===== config.mk =====
export PLATFORM = sky130hd
export DESIGN_NAME = gpio_irq_port
export DESIGN_NICKNAME = d
export VERILOG_FILES = /design/src/rtl/gpio_irq_pkg.sv /design/src/rtl/gpio_pad_sync.sv /design/src/rtl/gpio_sense_cell.sv /design/src/rtl/gpio_irq_port.sv
export SDC_FILE = /design/constraint.sdc
export NUM_CORES = 1
export LEC_CHECK = 0
export ABC_CLOCK_PERIOD_IN_PS = 1500
export BUFFER_PORTS_ARGS = -buffer_cell sky130_fd_sc_hd__clkbuf_2
export CAP_MARGIN = 20
export CORE_MARGIN = 1
export CORE_UTILIZATION = 57
export DETAILED_ROUTE_END_ITERATION = 8
export PLACE_DENSITY = 0.79
export SLEW_MARGIN = 20
export SYNTH_ARGS = -nofsm -noshare
export SYNTH_HDL_FRONTEND = slang
export SYNTH_SLANG_ARGS = --single-unit

===== constraint.sdc =====
create_clock -name clk -period 1.5 [get_ports clk]
set_input_delay 0 -clock clk [delete_from_list [all_inputs] [get_ports clk]]
set_output_delay 0 -clock clk [all_outputs]
set_load 0.05 [all_outputs]

===== src/rtl/gpio_irq_pkg.sv =====
package gpio_irq_pkg;

  typedef enum logic [1:0] {
    SENSE_LOW  = 2'd0,
    SENSE_HIGH = 2'd1,
    SENSE_RISE = 2'd2,
    SENSE_FALL = 2'd3
  } sense_e;

  localparam int unsigned OFS_DATA   = 0;
  localparam int unsigned OFS_DIR    = 4;
  localparam int unsigned OFS_PAD    = 8;
  localparam int unsigned OFS_CFG_LO = 12;
  localparam int unsigned OFS_CFG_HI = 16;
  localparam int unsigned OFS_MASK   = 20;
  localparam int unsigned OFS_STAT   = 24;

endpackage


===== src/rtl/gpio_pad_sync.sv =====
// Two-flop synchroniser followed by a one-cycle history stage for edge sensing.
module gpio_pad_sync #(
  parameter int W = 32
) (
  input  logic         clk,
  input  logic         rst_n,
  input  logic [W-1:0] raw,
  output logic [W-1:0] lvl,
  output logic [W-1:0] lvl_d
);
  logic [W-1:0] meta_q;
  logic [W-1:0] sync_q;
  logic [W-1:0] hist_q;

  always_ff @(posedge clk or negedge rst_n) begin
    if (!rst_n) begin
      meta_q <= '0;
      sync_q <= '0;
      hist_q <= '0;
    end else begin
      meta_q <= raw;
      sync_q <= meta_q;
      hist_q <= sync_q;
    end
  end

  assign lvl   = sync_q;
  assign lvl_d = hist_q;
endmodule


===== src/rtl/gpio_sense_cell.sv =====
// Per-pin event detector: decides whether this cycle sets the status bit.
module gpio_sense_cell
  import gpio_irq_pkg::*;
(
  input  sense_e mode,
  input  logic   lvl,
  input  logic   lvl_d,
  output logic   hit
);
  always_comb begin
    unique case (mode)
      SENSE_LOW:  hit = ~lvl;
      SENSE_HIGH: hit = lvl;
      SENSE_RISE: hit = lvl & ~lvl_d;
      SENSE_FALL: hit = ~lvl & lvl_d;
      default:    hit = 1'b0;
    endcase
  end
endmodule


===== src/rtl/gpio_irq_port.sv =====
module gpio_irq_port
  import gpio_irq_pkg::*;
#(
  parameter int PINS   = 32,
  parameter int ADDR_W = 5
) (
  input  logic              clk,
  input  logic              rst_n,
  input  logic [ADDR_W-1:0] bus_addr,
  input  logic              bus_wr,
  input  logic [PINS-1:0]   bus_wdata,
  output logic [PINS-1:0]   bus_rdata,
  input  logic [PINS-1:0]   pad_in,
  output logic [PINS-1:0]   pad_out,
  output logic [PINS-1:0]   pad_oe,
  output logic              irq_any,
  output logic              irq_lo,
  output logic              irq_hi
);
  localparam int HALF = PINS / 2;

  localparam logic [ADDR_W-1:0] A_DATA   = ADDR_W'(OFS_DATA);
  localparam logic [ADDR_W-1:0] A_DIR    = ADDR_W'(OFS_DIR);
  localparam logic [ADDR_W-1:0] A_PAD    = ADDR_W'(OFS_PAD);
  localparam logic [ADDR_W-1:0] A_CFG_LO = ADDR_W'(OFS_CFG_LO);
  localparam logic [ADDR_W-1:0] A_CFG_HI = ADDR_W'(OFS_CFG_HI);
  localparam logic [ADDR_W-1:0] A_MASK   = ADDR_W'(OFS_MASK);
  localparam logic [ADDR_W-1:0] A_STAT   = ADDR_W'(OFS_STAT);

  logic [PINS-1:0] data_q, dir_q, cfg_lo_q, cfg_hi_q, mask_q, stat_q;
  logic [PINS-1:0] lvl, lvl_d, stat_set, clr_vec, req;

  // Register writes
  always_ff @(posedge clk or negedge rst_n) begin
    if (!rst_n) begin
      data_q   <= '0;
      dir_q    <= '0;
      cfg_lo_q <= '0;
      cfg_hi_q <= '0;
      mask_q   <= '0;
    end else if (bus_wr) begin
      unique case (bus_addr)
        A_DATA:   data_q   <= bus_wdata;
        A_DIR:    dir_q    <= bus_wdata;
        A_CFG_LO: cfg_lo_q <= bus_wdata;
        A_CFG_HI: cfg_hi_q <= bus_wdata;
        A_MASK:   mask_q   <= bus_wdata;
        default:  ;
      endcase
    end
  end

  assign clr_vec = (bus_wr && bus_addr == A_STAT) ? bus_wdata : '0;

  // Status: a new event outranks a clear on the same edge
  always_ff @(posedge clk or negedge rst_n) begin
    if (!rst_n) stat_q <= '0;
    else        stat_q <= stat_set | (stat_q & ~clr_vec);
  end

  gpio_pad_sync #(.W(PINS)) u_sync (
    .clk   (clk),
    .rst_n (rst_n),
    .raw   (pad_in),
    .lvl   (lvl),
    .lvl_d (lvl_d)
  );

  for (genvar p = 0; p < PINS; p++) begin : g_pin
    sense_e mode;
    if (p < HALF) begin : g_lo
      assign mode = sense_e'(cfg_lo_q[2*p +: 2]);
    end else begin : g_hi
      assign mode = sense_e'(cfg_hi_q[2*(p-HALF) +: 2]);
    end
    gpio_sense_cell u_cell (
      .mode  (mode),
      .lvl   (lvl[p]),
      .lvl_d (lvl_d[p]),
      .hit   (stat_set[p])
    );
  end

  // Read mux
  always_comb begin
    unique case (bus_addr)
      A_DATA:   bus_rdata = data_q;
      A_DIR:    bus_rdata = dir_q;
      A_PAD:    bus_rdata = lvl;
      A_CFG_LO: bus_rdata = cfg_lo_q;
      A_CFG_HI: bus_rdata = cfg_hi_q;
      A_MASK:   bus_rdata = mask_q;
      A_STAT:   bus_rdata = stat_q;
      default:  bus_rdata = '0;
    endcase
  end

  assign req     = stat_q & mask_q;
  assign irq_lo  = |req[HALF-1:0];
  assign irq_hi  = |req[PINS-1:HALF];
  assign irq_any = irq_lo | irq_hi;
  assign pad_out = data_q;
  assign pad_oe  = dir_q;
endmodule


; Yosys cells after proc, flatten, opt, wreduce, memory -nomap -nowiden
; Index checks and enable logic that the tools add are counted.
[word_totals]
regBits = 288
out_inout_bits = 99
word_cells = 319
[classes]
n_eq_ne = 102
n_mux = 34
n_bitwise = 133
reduce_logical = 41
[ops]
columns = operator, n
row1 = $pmux W32 S7, 1
row2 = $eq A2 B2 Y1 const B, 64
row3 = $pmux W1 S4, 32
row4 = $and A1 B1 Y1, 64
row5 = $and A32 B32 Y32, 2
row6 = $eq A2 B1 Y1 const B, 32
row7 = $logic_not A2 Y1, 32
row8 = $not A1 Y1, 64
row9 = $mux W32, 1
row10 = $not A32 Y32, 1
row11 = $or A32 B32 Y32, 1
row12 = $reduce_or A16 Y1, 2
row13 = $eq A5 B5 Y1 const B, 3
row14 = $eq A5 B4 Y1 const B, 2
row15 = $reduce_and A2 Y1, 5
row16 = $eq A5 B3 Y1 const B, 1
row17 = $logic_not A5 Y1, 1
row18 = $logic_and A1 B1 Y1, 1
row19 = $or A1 B1 Y1, 1

; Logic depth before layout (Yosys ltp)
[depth]
word_depth = 6
mapped_depth = 8
depth_no_buf = 4

; Hierarchy
; Synthesis repeated with hierarchy kept, for this count alone.
[unflattened]
cells_unflattened = 948
area_unflattened_um2 = 12540.8
[by_module_without_submodules]
columns = mod, instances, cells_per_inst, area_per_inst_um2
row1 = gpio_irq_port, 1, 692, 8897.3
row2 = gpio_pad_sync, 1, 96, 2402.3
row3 = gpio_sense_cell, 32, 5, 38.8

; Worst setup path before layout
; Ideal clock, no wire load.
[synth_timing]
kind = register to output
start = register mask_q[15]
end = output port irq_any
arrival_time_ns = 1.953
t_required_ns = 1.500
setup_slack_ns = -0.453
path_stages_with_launch = 5
n_path_buf = 0
cell_sequence = dfrtp_1 -> a22o_1 -> a221oi_1 -> nand4_1 -> or2_2
[synth_between]
elab_chain_cells = 3
[synth_rtl]
columns = element, line
row1 = from (decl), gpio_irq_port.sv:30  ; logic [PINS-1:0] data_q, dir_q, cfg_lo_q, cfg_hi_q, mask_q, stat_q;
row2 = from (signal assigned), gpio_irq_port.sv:47  ; A_MASK: mask_q <= bus_wdata;
row3 = $and A32 B32 Y32, gpio_irq_port.sv:98  ; assign req = stat_q & mask_q;
row4 = $reduce_or A16 Y1, gpio_irq_port.sv:99  ; assign irq_lo = |req[HALF-1:0];
row5 = net irq_lo, gpio_irq_port.sv:17  ; output logic irq_lo,
row6 = $or A1 B1 Y1, gpio_irq_port.sv:101  ; assign irq_any = irq_lo | irq_hi;
row7 = to (decl), gpio_irq_port.sv:16  ; output logic irq_any,
; The timed path passes the listed nets, and every way through them passes these cells.

; Worst setup path after layout
[layout_timing]
start = register mask_q[11]
end = output port irq_any
[layout_between]
elab_chain_cells = 3
[layout_rtl]
columns = element, line
row1 = $and A32 B32 Y32, gpio_irq_port.sv:98
row2 = $reduce_or A16 Y1, gpio_irq_port.sv:99
row3 = $or A1 B1 Y1, gpio_irq_port.sv:101
; No other way between the ends.

==> results.md <==
* RSZ-0062 raised after global routing: yes
* Die height at roughly 150 um
* Initial Utilization at between 50% and 60%
* Total number of vias at 10.6k
* Mapped cell area at 12,400 sq um
* Syn Inst Count at 981
* CP endpoint kind: output pin
* Worst slew margin at 73.5%
* Antenna violations before repair at 0
* Layout cell share with drive strength beyond 1 at a little under half
* H-tree levels at 1
* Hold crit path type: input port to flip-flop
* Fillcell total at 979
* Row cnt at 53
* Yosys top cell by area: dfrtp_1
* Number of enable flip-flop cells after synthesis at 0
* Stages on worst setup path at 5
* Leakage at 8.06 nW
* Avg WL per Cell at 25.5 um
* Full die area at 22,400 sq um
* Area growth, synth to finish at 41.9%
* Skew-Pair Late Insertion Delay at 560 ps
* Synth warnings at 0
* First-pass GRT wire length at 62.5 mm
* Top cells by count, synth: dfrtp_1, mux2_2, nor2_1, nand2_1, mux2i_1
* Sequential area share after synthesis at 58.0%
* Critical Path Start: mask_q[11]
* Total gr overflow at 0
* Setup WS pre-CTS at -275 ps
* Crit Path Class: flip-flop to output pin
* Top Family by Delay on Critical Path: simple AND/OR/NAND/NOR gates
* Synth cell types at 36
* DR DRC count at 0
* DR WL met3 at 4.47 mm
* Post-layout nets at 1,453
* Area share of the largest cell type after synthesis at 58.0%
* Critical Path Source Type: flip-flop
* Required time of the worst setup path at 1500 ps
* Synth Flop Type: dfrtp_1
* Post-Syn Area per Cell at about 13 sq um
* Power Density at 1300 nW/um^2
* Clock Sinks at 288
* Worst reg2reg path depth at 5
* Area of the multi-input gates at between 5000 and 6000 sq um
* Total GRT Usage at between 30% and 40%
* Max FO, Critical Path at 2
* Fraction of registers with async set/reset at 100%
* Slew @ Worst Pin at 397 ps
* Synth top area cells: dfrtp_1, mux2_2, mux2i_1
* TNS Setup at -8430 ps
* Max Slew Vio Count at 0
* Register bit total from synthesis at 288
* CTS tree: yes
* Clock skew at 16.7 ps
* CTS root buf: clkbuf_16
* Finished Core Util at just over 80%
* Tot Pwr at roughly 23 mW
* Area after DPL at roughly 15,000 sq um
* Fmax at 457 MHz
* Outcome: finished, violations left
* Detail-routed via count per cell at 6.31
* CTS max path bufs at 3
* Register area at between 7000 and 8000 sq um
* Routed wl met2 at 20.3 mm
* CTS buffer count at 29
* Final ANT Viol Nets at 0
* Peak VDD IR at between 0.001 and 0.0015 V
* Critical path's slowest cell: dfrtp_1
* Final setup violation count at 35
* WP data arrival at 2190 ps
* Fin area at 17,600 sq um
* Hold slack at a little over 80 ps
* Crit-path max cell delay at 390 ps
* Largest net degree at the start of global routing at 64
* Final Hold Fails at 0
* Reg-to-Reg End: stat_q[23]
* Buf/Inv on CP at 1
* Failing checks: negative setup slack
* Reported max-cap violation count at 0
* GPL Wtd Cong at between 0.8 and 0.9
* M1 WL at 15.4 mm
* Initial detailed-routing violation count at 1,065
* Crit path time final at 2190 ps
* Crit path cell chain: a22o_1 > a221oi_2 > nand4_1 > or2_4 > buf_8
* Post-Layout Cell Count at around 1.7k
* Clk slew on worst S/H paths at 60 ps
* FF-to-FF setup slack at 70 ps
* Placed insts at 1,482
* HPWL after DPL at 24.6 mm
* Final period utilization at 146%
* Core ar. at 21,200 sq um
* Syn nets at about 1.1k
* Count leader, synth: dfrtp_1
* Die width at 150 um
* Highest metal used: met4
* PortBufs at 170
* R2r startpoint: cfg_hi_q[14]
* Drt first pass iters at 7
* CP endpoint: irq_any
* Io pins at approximately 170
* Final WL at 42.7 mm
* Vias in the first global route at 11.0k
* Final worst slack at -688 ps
-- worst register-to-register path, stage by stage (launching register included) --
cell and delay, ps:
dfrtp_1 400, buf_4 140, buf_4 150, nand3_1 140, o21ai_0 150, a221o_1 320
-- placed cells by master, fill, tap and decap left out, types with 3 or more instances in the layout --
cell	count
dfrtp_1	275
mux2i_2	4
inv_1	12
buf_4	160
nand2_1	74
buf_12	43
clkbuf_2	134
o221ai_2	11
nand2b_1	16
mux2_4	28
o21ai_0	27
buf_8	4
mux2i_1	68
dlygate4sd3_1	66
a21oi_2	27
or2_2	5
nand3_1	15
clkbuf_1	10
a22o_1	8
nand3b_1	16
mux2_1	3
o2111ai_2	18
nand2_2	3
mux2_2	134
nor2_1	75
clkinv_2	4
buf_6	8
a221oi_2	7
a21oi_1	10
xor2_1	17
a221o_1	32
a22oi_1	3
dfrtp_2	13
nor2_2	4
a22oi_2	9
clkbuf_16	30
clkbuf_8	5
-- worst min-delay path by stage --
| stage | startpoint | end | slack, ps | cells after the start |
|---|---|---|---|---|
| final | pad_in[20] | u_sync.meta_q[20] | 80 | 2 |
| after global routing | pad_in[8] | u_sync.meta_q[8] | 100 | 2 |
| after CTS | bus_wr | pad_oe[1] | 70 | 4 |
| after detailed placement | rst_n | pad_out[30] | -60 | 1 |
| after global placement | rst_n | u_sync.lvl[31] | -70 | 1 |
| after floorplan | rst_n | cfg_hi_q[0] | -300 | 0 |
-- layout make-up --
type                    count  share of cell area (%)
inverters                  12                   0.255
diodes                      1                  0.0142
multi-input cells         634                    31.6
flip-flops and latches    288                    40.9
well taps                 275                    1.95
clock inverters             6                   0.333
repair buffers            416                    20.2
clock buffers              44                    4.72
-- report_power, final --
group          leakage (nW)  switching [mW]  internal (mW)
clock                 0.439            3.05           3.96
sequential             3.43            1.08           8.77
combinational          4.19            3.42           2.60
total                  8.06            7.55           15.3
-- what timing repair did --
item                                   CTS  global route
cloned                                   1             0
endpoints found under the hold margin  512             0
hold buffers                            66             0
buffers inserted                        67            10
resized for setup                       67            32
setup endpoints to repair               35            35
pin swaps                               29            12
-- metal layers --
metal / global-route usage, % / vias up
met5: 0 / -
met4: 18.9 / 0
met3: 8.93 / 199
met2: 60.3 / 738
met1: 47.6 / 5269
li1: - / 4374
-- cell families after synthesis --
| logic type | after synthesis | synth area share [%] |
|---|---|---|
| flip-flops | 288 | 58.0 |
| XOR/XNOR | 17 | 1.20 |
| AND/OR/NAND/NOR | 222 | 8.35 |
| multiplexers | 239 | 20.9 |
| AO/OA/AOI/OAI | 156 | 9.26 |
| buffers and inverters | 59 | 2.30 |
(Power assumes the default switching activity.)
